===== src/rtl/spk_mp_pkg.sv =====
package spk_mp_pkg;

  // Limit a wide membrane sum to the symmetric band [-lim, +lim].
  function automatic logic signed [31:0] clamp_mem(input logic signed [31:0] v,
                                                   input int lim);
    logic signed [31:0] hi;
    logic signed [31:0] lo;
    hi = lim;
    lo = -lim;
    if (v > hi) return hi;
    if (v < lo) return lo;
    return v;
  endfunction

  // Firing rule: the spike is set when the membrane lies above the threshold.
  function automatic logic above_thr(input logic signed [31:0] v, input int thr);
    logic signed [31:0] t;
    t = thr;
    return v > t;
  endfunction

endpackage


===== src/rtl/spk_delta.sv =====
module spk_delta #(
  parameter int N_EXC = 1,
  parameter int N_INH = 1,
  parameter int STEP  = 1
) (
  input  logic [N_EXC-1:0]  exc,
  input  logic [N_INH-1:0]  inh,
  output logic signed [31:0] delta
);
  logic signed [31:0] up_sum;
  logic signed [31:0] dn_sum;

  always_comb begin
    up_sum = '0;
    for (int i = 0; i < N_EXC; i++) begin
      if (exc[i]) up_sum = up_sum + STEP;
    end
  end

  always_comb begin
    dn_sum = '0;
    for (int i = 0; i < N_INH; i++) begin
      if (inh[i]) dn_sum = dn_sum + STEP;
    end
  end

  assign delta = up_sum - dn_sum;
endmodule


===== src/rtl/spk_neuron.sv =====
module spk_neuron #(
  parameter int N_EXC = 1,
  parameter int N_INH = 1,
  parameter int MEM_W = 8,
  parameter int LIM   = 100,
  parameter int STEP  = 1,
  parameter int THR   = 0
) (
  input  logic                    clk,
  input  logic                    rst,
  input  logic [N_EXC-1:0]        exc,
  input  logic [N_INH-1:0]        inh,
  output logic signed [MEM_W-1:0] mem,
  output logic                    spk
);
  logic signed [31:0]      delta;
  logic signed [31:0]      mem_wide;
  logic signed [31:0]      mem_nxt;
  logic signed [MEM_W-1:0] mem_q;
  logic                    spk_q;
  logic                    fire_d;

  spk_delta #(.N_EXC(N_EXC), .N_INH(N_INH), .STEP(STEP)) u_delta (
    .exc   (exc),
    .inh   (inh),
    .delta (delta)
  );

  assign mem_wide = 32'(mem_q);
  assign mem_nxt  = spk_mp_pkg::clamp_mem(mem_wide + delta, LIM);
  assign fire_d   = spk_mp_pkg::above_thr(mem_nxt, THR);

  always_ff @(posedge clk) begin
    if (rst) begin
      mem_q <= '0;
      spk_q <= 1'b0;
    end else begin
      mem_q <= mem_nxt[MEM_W-1:0];
      spk_q <= fire_d;
    end
  end

  assign mem = mem_q;
  assign spk = spk_q;
endmodule


===== src/rtl/spk_mp_unit.sv =====
module spk_mp_unit #(
  parameter int MEM_W = 8,
  parameter int LIM   = 100,
  parameter int STEP  = 1,
  parameter int THR   = 0
) (
  input  logic                    clk,
  input  logic                    rst,
  input  logic                    l1_spk,
  input  logic                    l2_spk,
  input  logic                    gam_spk,
  output logic                    t1_spk,
  output logic                    t2_spk,
  output logic                    z_spk,
  output logic signed [MEM_W-1:0] t1_mem,
  output logic signed [MEM_W-1:0] t2_mem,
  output logic signed [MEM_W-1:0] z_mem
);
  // Registered spikes of the three neurons; they close the feedback loops.
  logic t1_q;
  logic t2_q;
  logic z_q;

  spk_neuron #(.N_EXC(1), .N_INH(2), .MEM_W(MEM_W), .LIM(LIM), .STEP(STEP), .THR(THR))
    u_n1 (
      .clk (clk),
      .rst (rst),
      .exc (l1_spk),
      .inh ({z_q, t1_q}),
      .mem (t1_mem),
      .spk (t1_q)
    );

  spk_neuron #(.N_EXC(1), .N_INH(2), .MEM_W(MEM_W), .LIM(LIM), .STEP(STEP), .THR(THR))
    u_n2 (
      .clk (clk),
      .rst (rst),
      .exc (l2_spk),
      .inh ({z_q, t2_q}),
      .mem (t2_mem),
      .spk (t2_q)
    );

  spk_neuron #(.N_EXC(2), .N_INH(1), .MEM_W(MEM_W), .LIM(LIM), .STEP(STEP), .THR(THR))
    u_n3 (
      .clk (clk),
      .rst (rst),
      .exc ({t2_q, t1_q}),
      .inh (gam_spk),
      .mem (z_mem),
      .spk (z_q)
    );

  assign t1_spk = t1_q;
  assign t2_spk = t2_q;
  assign z_spk  = z_q;
endmodule


===== config.mk =====
export PLATFORM = sky130hd
export DESIGN_NAME = spk_mp_unit
export DESIGN_NICKNAME = d
export VERILOG_FILES = /design/src/rtl/spk_mp_pkg.sv /design/src/rtl/spk_delta.sv /design/src/rtl/spk_neuron.sv /design/src/rtl/spk_mp_unit.sv
export SDC_FILE = /design/constraint.sdc
export NUM_CORES = 1
export LEC_CHECK = 0
export ABC_CLOCK_PERIOD_IN_PS = 3700
export CORE_MARGIN = 5
export CORE_UTILIZATION = 50
export CTS_CLUSTER_DIAMETER = 100
export CTS_CLUSTER_SIZE = 10
export DETAILED_ROUTE_END_ITERATION = 10
export DONT_BUFFER_PORTS = 1
export MAX_ROUTING_LAYER = met4
export PLACE_DENSITY = 0.68
export SKIP_CTS_REPAIR_TIMING = 1
export SYNTH_ARGS = -nofsm -noshare
export SYNTH_HDL_FRONTEND = slang
export SYNTH_SLANG_ARGS = --single-unit

===== constraint.sdc =====
create_clock -name clk -period 3.7 [get_ports clk]
set_input_delay 0.185 -clock clk [delete_from_list [all_inputs] [get_ports clk]]
set_output_delay 0.185 -clock clk [all_outputs]
set_load 0.01 [all_outputs]

Word level (Yosys, flattened, before mapping)
Cells that the tools add are included.

word-level totals
  bits in registers = 27
  bits in latches = 0
  memory bits (writable) = 0
  memory bits (read-only) = 0
  input bits = 5
  output and inout bits = 27
  word-level logic and storage cells = 52
  memories kept = 0

cells by class
  add/subtract/negate cells = 8
  multipliers = 0
  divide/modulo/power cells = 0
  order comparisons = 9
  eq/ne operators = 0
  shift-type cells = 0
  muxes and demuxes = 29
  bitwise gates (word level) = 0
  reductions and logical operators = 0

operator list
  cell                                                             count
  2-to-1 mux 32 bit                                                15
  adder 8 x 32 -> 32 bit                                           3
  greater-than comparator 32 x 1 -> 1 bit (second input constant)  3
  greater-than comparator 32 x 8 -> 1 bit (second input constant)  3
  less-than comparator 32 x 8 -> 1 bit (second input constant)     3
  subtractor 32 bit                                                3
  2-to-1 mux 1 bit                                                 14
  adder 1 x 1 -> 2 bit (second input constant)                     2

Longest topological paths before layout
  depth in word-level cells = 11
  mapped depth = 19
  mapped depth without buffers = 19

By module
Synthesis repeated with hierarchy kept, for this count alone.

unflattened totals
  cells, all modules = 1209
  area, all modules = 9095.0 sq um

by module, submodules not included
  module                         instances  cells an instance  area each (sq um)  sequential area each (sq um)
  spk_neuron at u_n2             1          378                2902.8             180.2
  spk_neuron at u_n3             1          382                2830.2             180.2
  spk_neuron at u_n1             1          345                2578.7             180.2
  spk_delta at u_n1.u_delta ...  2          34                 256.5              0.0
  spk_delta at u_n3.u_delta      1          36                 270.3              0.0

Worst setup path before layout
Ideal clock, no wire load.

  kind = flip-flop to flip-flop
  start point = register u_n1.spk_q (netlist: u_n1.spk)
  end point = register u_n1.spk_q (netlist: u_n1.spk)
  library setup time = 119 ps
  arrival time = 3946 ps
  required time = 3581 ps
  setup slack = -365 ps
  cell stages (with the launch flop) = 19
  path buffers = 0
  clock period less this slack = 4065 ps
  path through = dfxtp_1 ha_1 inv_1 ha_1 ha_1 a21o_1 nand3_1 a21boi_0 nor2_1 nor2_1 nor2_1 fa_1 or4_1 a311o_1 ha_1 nor2_1 and3_1 and4_1 o21ai_1

between the ends
  word-level cells in the longest chain between the ends = 11
  elaborated cells on any way between the ends = 14
  those cells by class = add/sub: 3; order compare: 3; mux: 8

ends and longest elaborated chain
  item                                       RTL line          source
  start, declared                            spk_neuron.sv:20  logic spk_q;
  start signal, assigned                     spk_neuron.sv:39  spk_q <= fire_d;
  2-to-1 mux 1 bit *                         spk_delta.sv:23   if (inh[i]) dn_sum = dn_sum + STEP;
  adder 1 x 1 -> 2 bit                       spk_delta.sv:23
  2-to-1 mux 32 bit *                        spk_delta.sv:23
  subtractor 32 bit *                        spk_delta.sv:27   assign delta = up_sum - dn_sum;
  adder 8 x 32 -> 32 bit *                   spk_neuron.sv:30  assign mem_nxt = spk_mp_pkg::clamp_mem(mem_wide + delta, LIM);
  less-than comparator 32 x 8 -> 1 bit       spk_mp_pkg.sv:11  if (v < lo) return lo;
  2-to-1 mux 1 bit (2 in series)             spk_mp_pkg.sv:11
  2-to-1 mux 32 bit                          spk_mp_pkg.sv:12  return v;
  2-to-1 mux 32 bit *                        spk_mp_pkg.sv:11
  greater-than comparator 32 x 1 -> 1 bit *  spk_mp_pkg.sv:19  return v > t;

Every way passes the cells marked *; elsewhere a longest branch is shown, timed or not. The select of a mux whose other input is x is not followed.
A chain may end at the register's enable or synchronous reset.

Worst setup path after layout
Ends and elaborated chain as after synthesis.

==> out/qor.log <==
INFO  drt            dr.pass1.iters=4
INFO  worst_setup_path critical_path_arrival=4.09ns
INFO  cts            cts_tree=done
INFO  drt            ant_nets=0
INFO  timing         grt_setup_unrepaired=true
INFO  worst_setup_path critPathKind=flip-flop to flip-flop
INFO  cts            clk_pin_slew=0.11ns
INFO  worst_setup_path worst_path_largest_cell_delay=0.53ns
INFO  die            core_area=4755squm
INFO  logic_synthesis fraction_of_synthesized_cell_area_taken_by_the_top_area_cell_type=21.83%
INFO  cts            cts_inserted_buffers=3
INFO  worst_setup_path crit_top_cell=sky130_fd_sc_hd__ha_4
INFO  logic_synthesis syn_inst=297
INFO  run            maxCapViolations=0
INFO  logic_synthesis yosysWarningCount=0
INFO  drt            via_count=2,331
INFO  logic_synthesis synth_sequential_area_ratio=21.83%
INFO  cts            cts_sinks=27
INFO  worst_setup_path crit_slowest_cell=sky130_fd_sc_hd__or4_4
INFO  die            floorplan.die.height=80.37um
INFO  timing         max_slew_margin=32.63%
INFO  drt            via_count_normalized_by_instance_count=5.577
INFO  die            floorplan.initialDensity=52.08%
INFO  logic_synthesis synth_edf_count=0
INFO  logic_synthesis synthesis.nets=344
INFO  global_route   grt_pass1_vias=2,224
INFO  timing         finClkSkew=0.008874ns
INFO  drt            drtIter0Drc=71
INFO  worst_hold_path min-delay-path-class=input pin to flip-flop
INFO  logic_synthesis yosys.cell_types.count=60
INFO  status         failed_checks=setup timing
INFO  logic_synthesis average_footprint_of_a_synthesized_cell=8.337squm
INFO  worst_setup_path endpoint_kind=flip-flop
INFO  logic_synthesis synth_area=2476squm
INFO  cts            clock_tree.htree_level_count=1
INFO  timing         fmax=258.7MHz
INFO  final_layout   post_route_cells_drive_above_1_share=33.05%
INFO  final_layout   num-fill-cells=391
INFO  timing         setup_viol_count_final=9
INFO  drt            avgRoutedWirePerCell=15.78um
INFO  die            standard_cell_row_count=25
INFO  timing         finalCritPeriodShare=104.5%
INFO  logic_synthesis synth_top_cells_by_area=sky130_fd_sc_hd__dfxtp_1, sky130_fd_sc_hd__ha_1, sky130_fd_sc_hd__inv_1
INFO  worst_setup_path crit_path_start_kind=flip-flop
INFO  final_layout   antenna_cells_inserted=0
INFO  die            die_ar=6459squm
INFO  cts            cts-root-to-sink-buffers=2
INFO  timing         final.min_clock_period=3.865ns
INFO  global_route   grt_max_degree=28
INFO  global_route   grt_pass1_wl=9791um
INFO  final_layout   postLayoutCellArea=3333squm
INFO  placement      place_area=3009squm
INFO  drt            routed_wl=6594um
INFO  cts            cts-root-buf=sky130_fd_sc_hd__clkbuf_8
INFO  final_layout   fin_nets=399
INFO  logic_synthesis yosys_most_used_dff=sky130_fd_sc_hd__dfxtp_1
INFO  timing         final.setup.worst_slack=-0.1654ns
INFO  timing         final_hold_viol_count=0
INFO  timing         drv_slew=0
INFO  placement      post-dp-hpwl=4829um
INFO  global_route   gr-total-overflow=0
INFO  drt            drt_drc_violations_left=0
INFO  global_route   number_of_antenna_violations_at_the_first_check_in_global_routing=0
INFO  worst_setup_path critical_path.cell_chain=ha_4 > ha_4 > inv_2 > ha_4 > a21o_1 > nand3_2 > a21boi_2 > nor2_1 > nor2_1 > nor2_1 > fa_1 > or4_4 > a311o_1 > ha_4 > nor2_4 > and3_1 > and4_1 > o21ai_1
INFO  timing         worst-slew-pin-transition=1.007ns
INFO  final_layout   area_growth=34.61%
INFO  logic_synthesis synth_seq_cells=27
INFO  timing         worst_hold_slack=0.04097ns
INFO  die            design.portCount=32
INFO  status         status=complete, but fails checks
INFO  worst_setup_path worst_path_maximum_fanout=3
INFO  worst_setup_path worst_ep_required_time=3.92ns
INFO  placement      finalWeightedCongestion=0.8490
INFO  logic_synthesis synth_largest_area_cell=sky130_fd_sc_hd__dfxtp_1
INFO  placement      port_buffers=0
INFO  cts            clk-insertion-delay-late=0.28ns
INFO  die            fp.dieW=80.37um
INFO  logic_synthesis synth_async_sr_flop_share=0%
INFO  global_route   grt_usage=19.24%
## state kept, by name, summed over array words and instances, names as in the netlist
name and flops:
u_n1.mem 8, u_n2.mem 8, u_n3.mem 8, u_n1.spk 1, u_n2.spk 1, u_n3.spk 1
## synth_stat cells (all sizes together) (3+ instances only)
master and n:
xnor2 5, o31ai 3, dfxtp 27, a211oi 5, a21oi 19, o21ai 9, a311o 4, xor2 5
or2 3, ha 36, nor2b 3, o21bai 3, a2111oi 3, nor3 10, and3 4, nand2b 7
o21a 3, fa 6, inv 47, nand3 5, a221oi 3, a21o 7, nand2 10, nor3b 4
a211o 3, nor4b 4, nor2 29
## worst max-delay path, delay by kind of cell, from the launching register on
kind | cells | cell delay [ns]
simple gates | 8 | 1.22
flops | 1 | 0.39
compound gates | 4 | 0.72
fa+ha+maj | 5 | 1.42
buf+inv | 1 | 0.04
## final cells by class
cell class	instances	area (sq um)	area share, %
Multi-Input combinational cell	220	2063	61.90
Sequential cell	27	551.8	16.55
Timing Repair Buffer	53	406.6	12.20
Inverter	47	178.9	5.368
Tap cell	67	83.83	2.515
Clock buffer	3	41.29	1.239
Clock inverter	1	7.507	0.2252
## worst paths after layout
path / from / endpoint / slack (ns) / cells past startpoint
max: u_n1.spk / u_n1.spk / -0.17 / 18
min: rst / u_n1.mem[0] / 0.04 / 3
max reg2reg: u_n1.spk / u_n1.spk / -0.17 / 18
min reg2reg: u_n3.mem[6] / u_n3.mem[7] / 0.83 / 3
## cell families (layout without fill, tap and decap cells)
group / count (synthesis) / in the layout / synth area share (%)
and+or+nand+nor: 87 / 87 / 18.65
AOI/OAI and AO/OA: 81 / 81 / 25.37
buffers and inverters: 50 / 104 / 7.580
adders and majority gates: 42 / 42 / 23.04
DFF: 27 / 27 / 21.83
xor gates and xnor gates: 10 / 10 / 3.537
## routing by layer
layer	share of wire, %	up-vias	track usage [%]
met5	0	-	-
li1	-	1170	-
met1	43	1123	23.28
met3	2.9	6	2.130
met2	53	32	34.19
met4	0.83	0	4.561
## metrics by stage
step	worst slack (ns)	util, %	cells	setup TNS [ns]
5_1_grt	-0.3295	70.11	418	-3.314
4_1_cts	-0.4191	64.32	413	-2.629
3_5_place_dp	-0.3871	63.29	409	-1.881
6_report	-0.1654	70.11	418	-1.132
2_1_floorplan	-0.02506	-	297	-0.02506
3_3_place_gp	-0.3491	63.29	409	-0.9922
## cells in the final DEF, fill, tap and decap left out, drive strengths merged, types with 5 or more instances in the layout
master and count:
ha 36, xnor2 5, nand2 10, inv 47, dfxtp 27, nand3 5, buf 51, a21oi 19
nor3 10, xor2 5, fa 6, a21o 7, o21ai 9, nand2b 7, nor2 29, a211oi 5
Power is not shown: default switching activity piles up to over one toggle a cycle in this logic, so the estimate is an artifact.
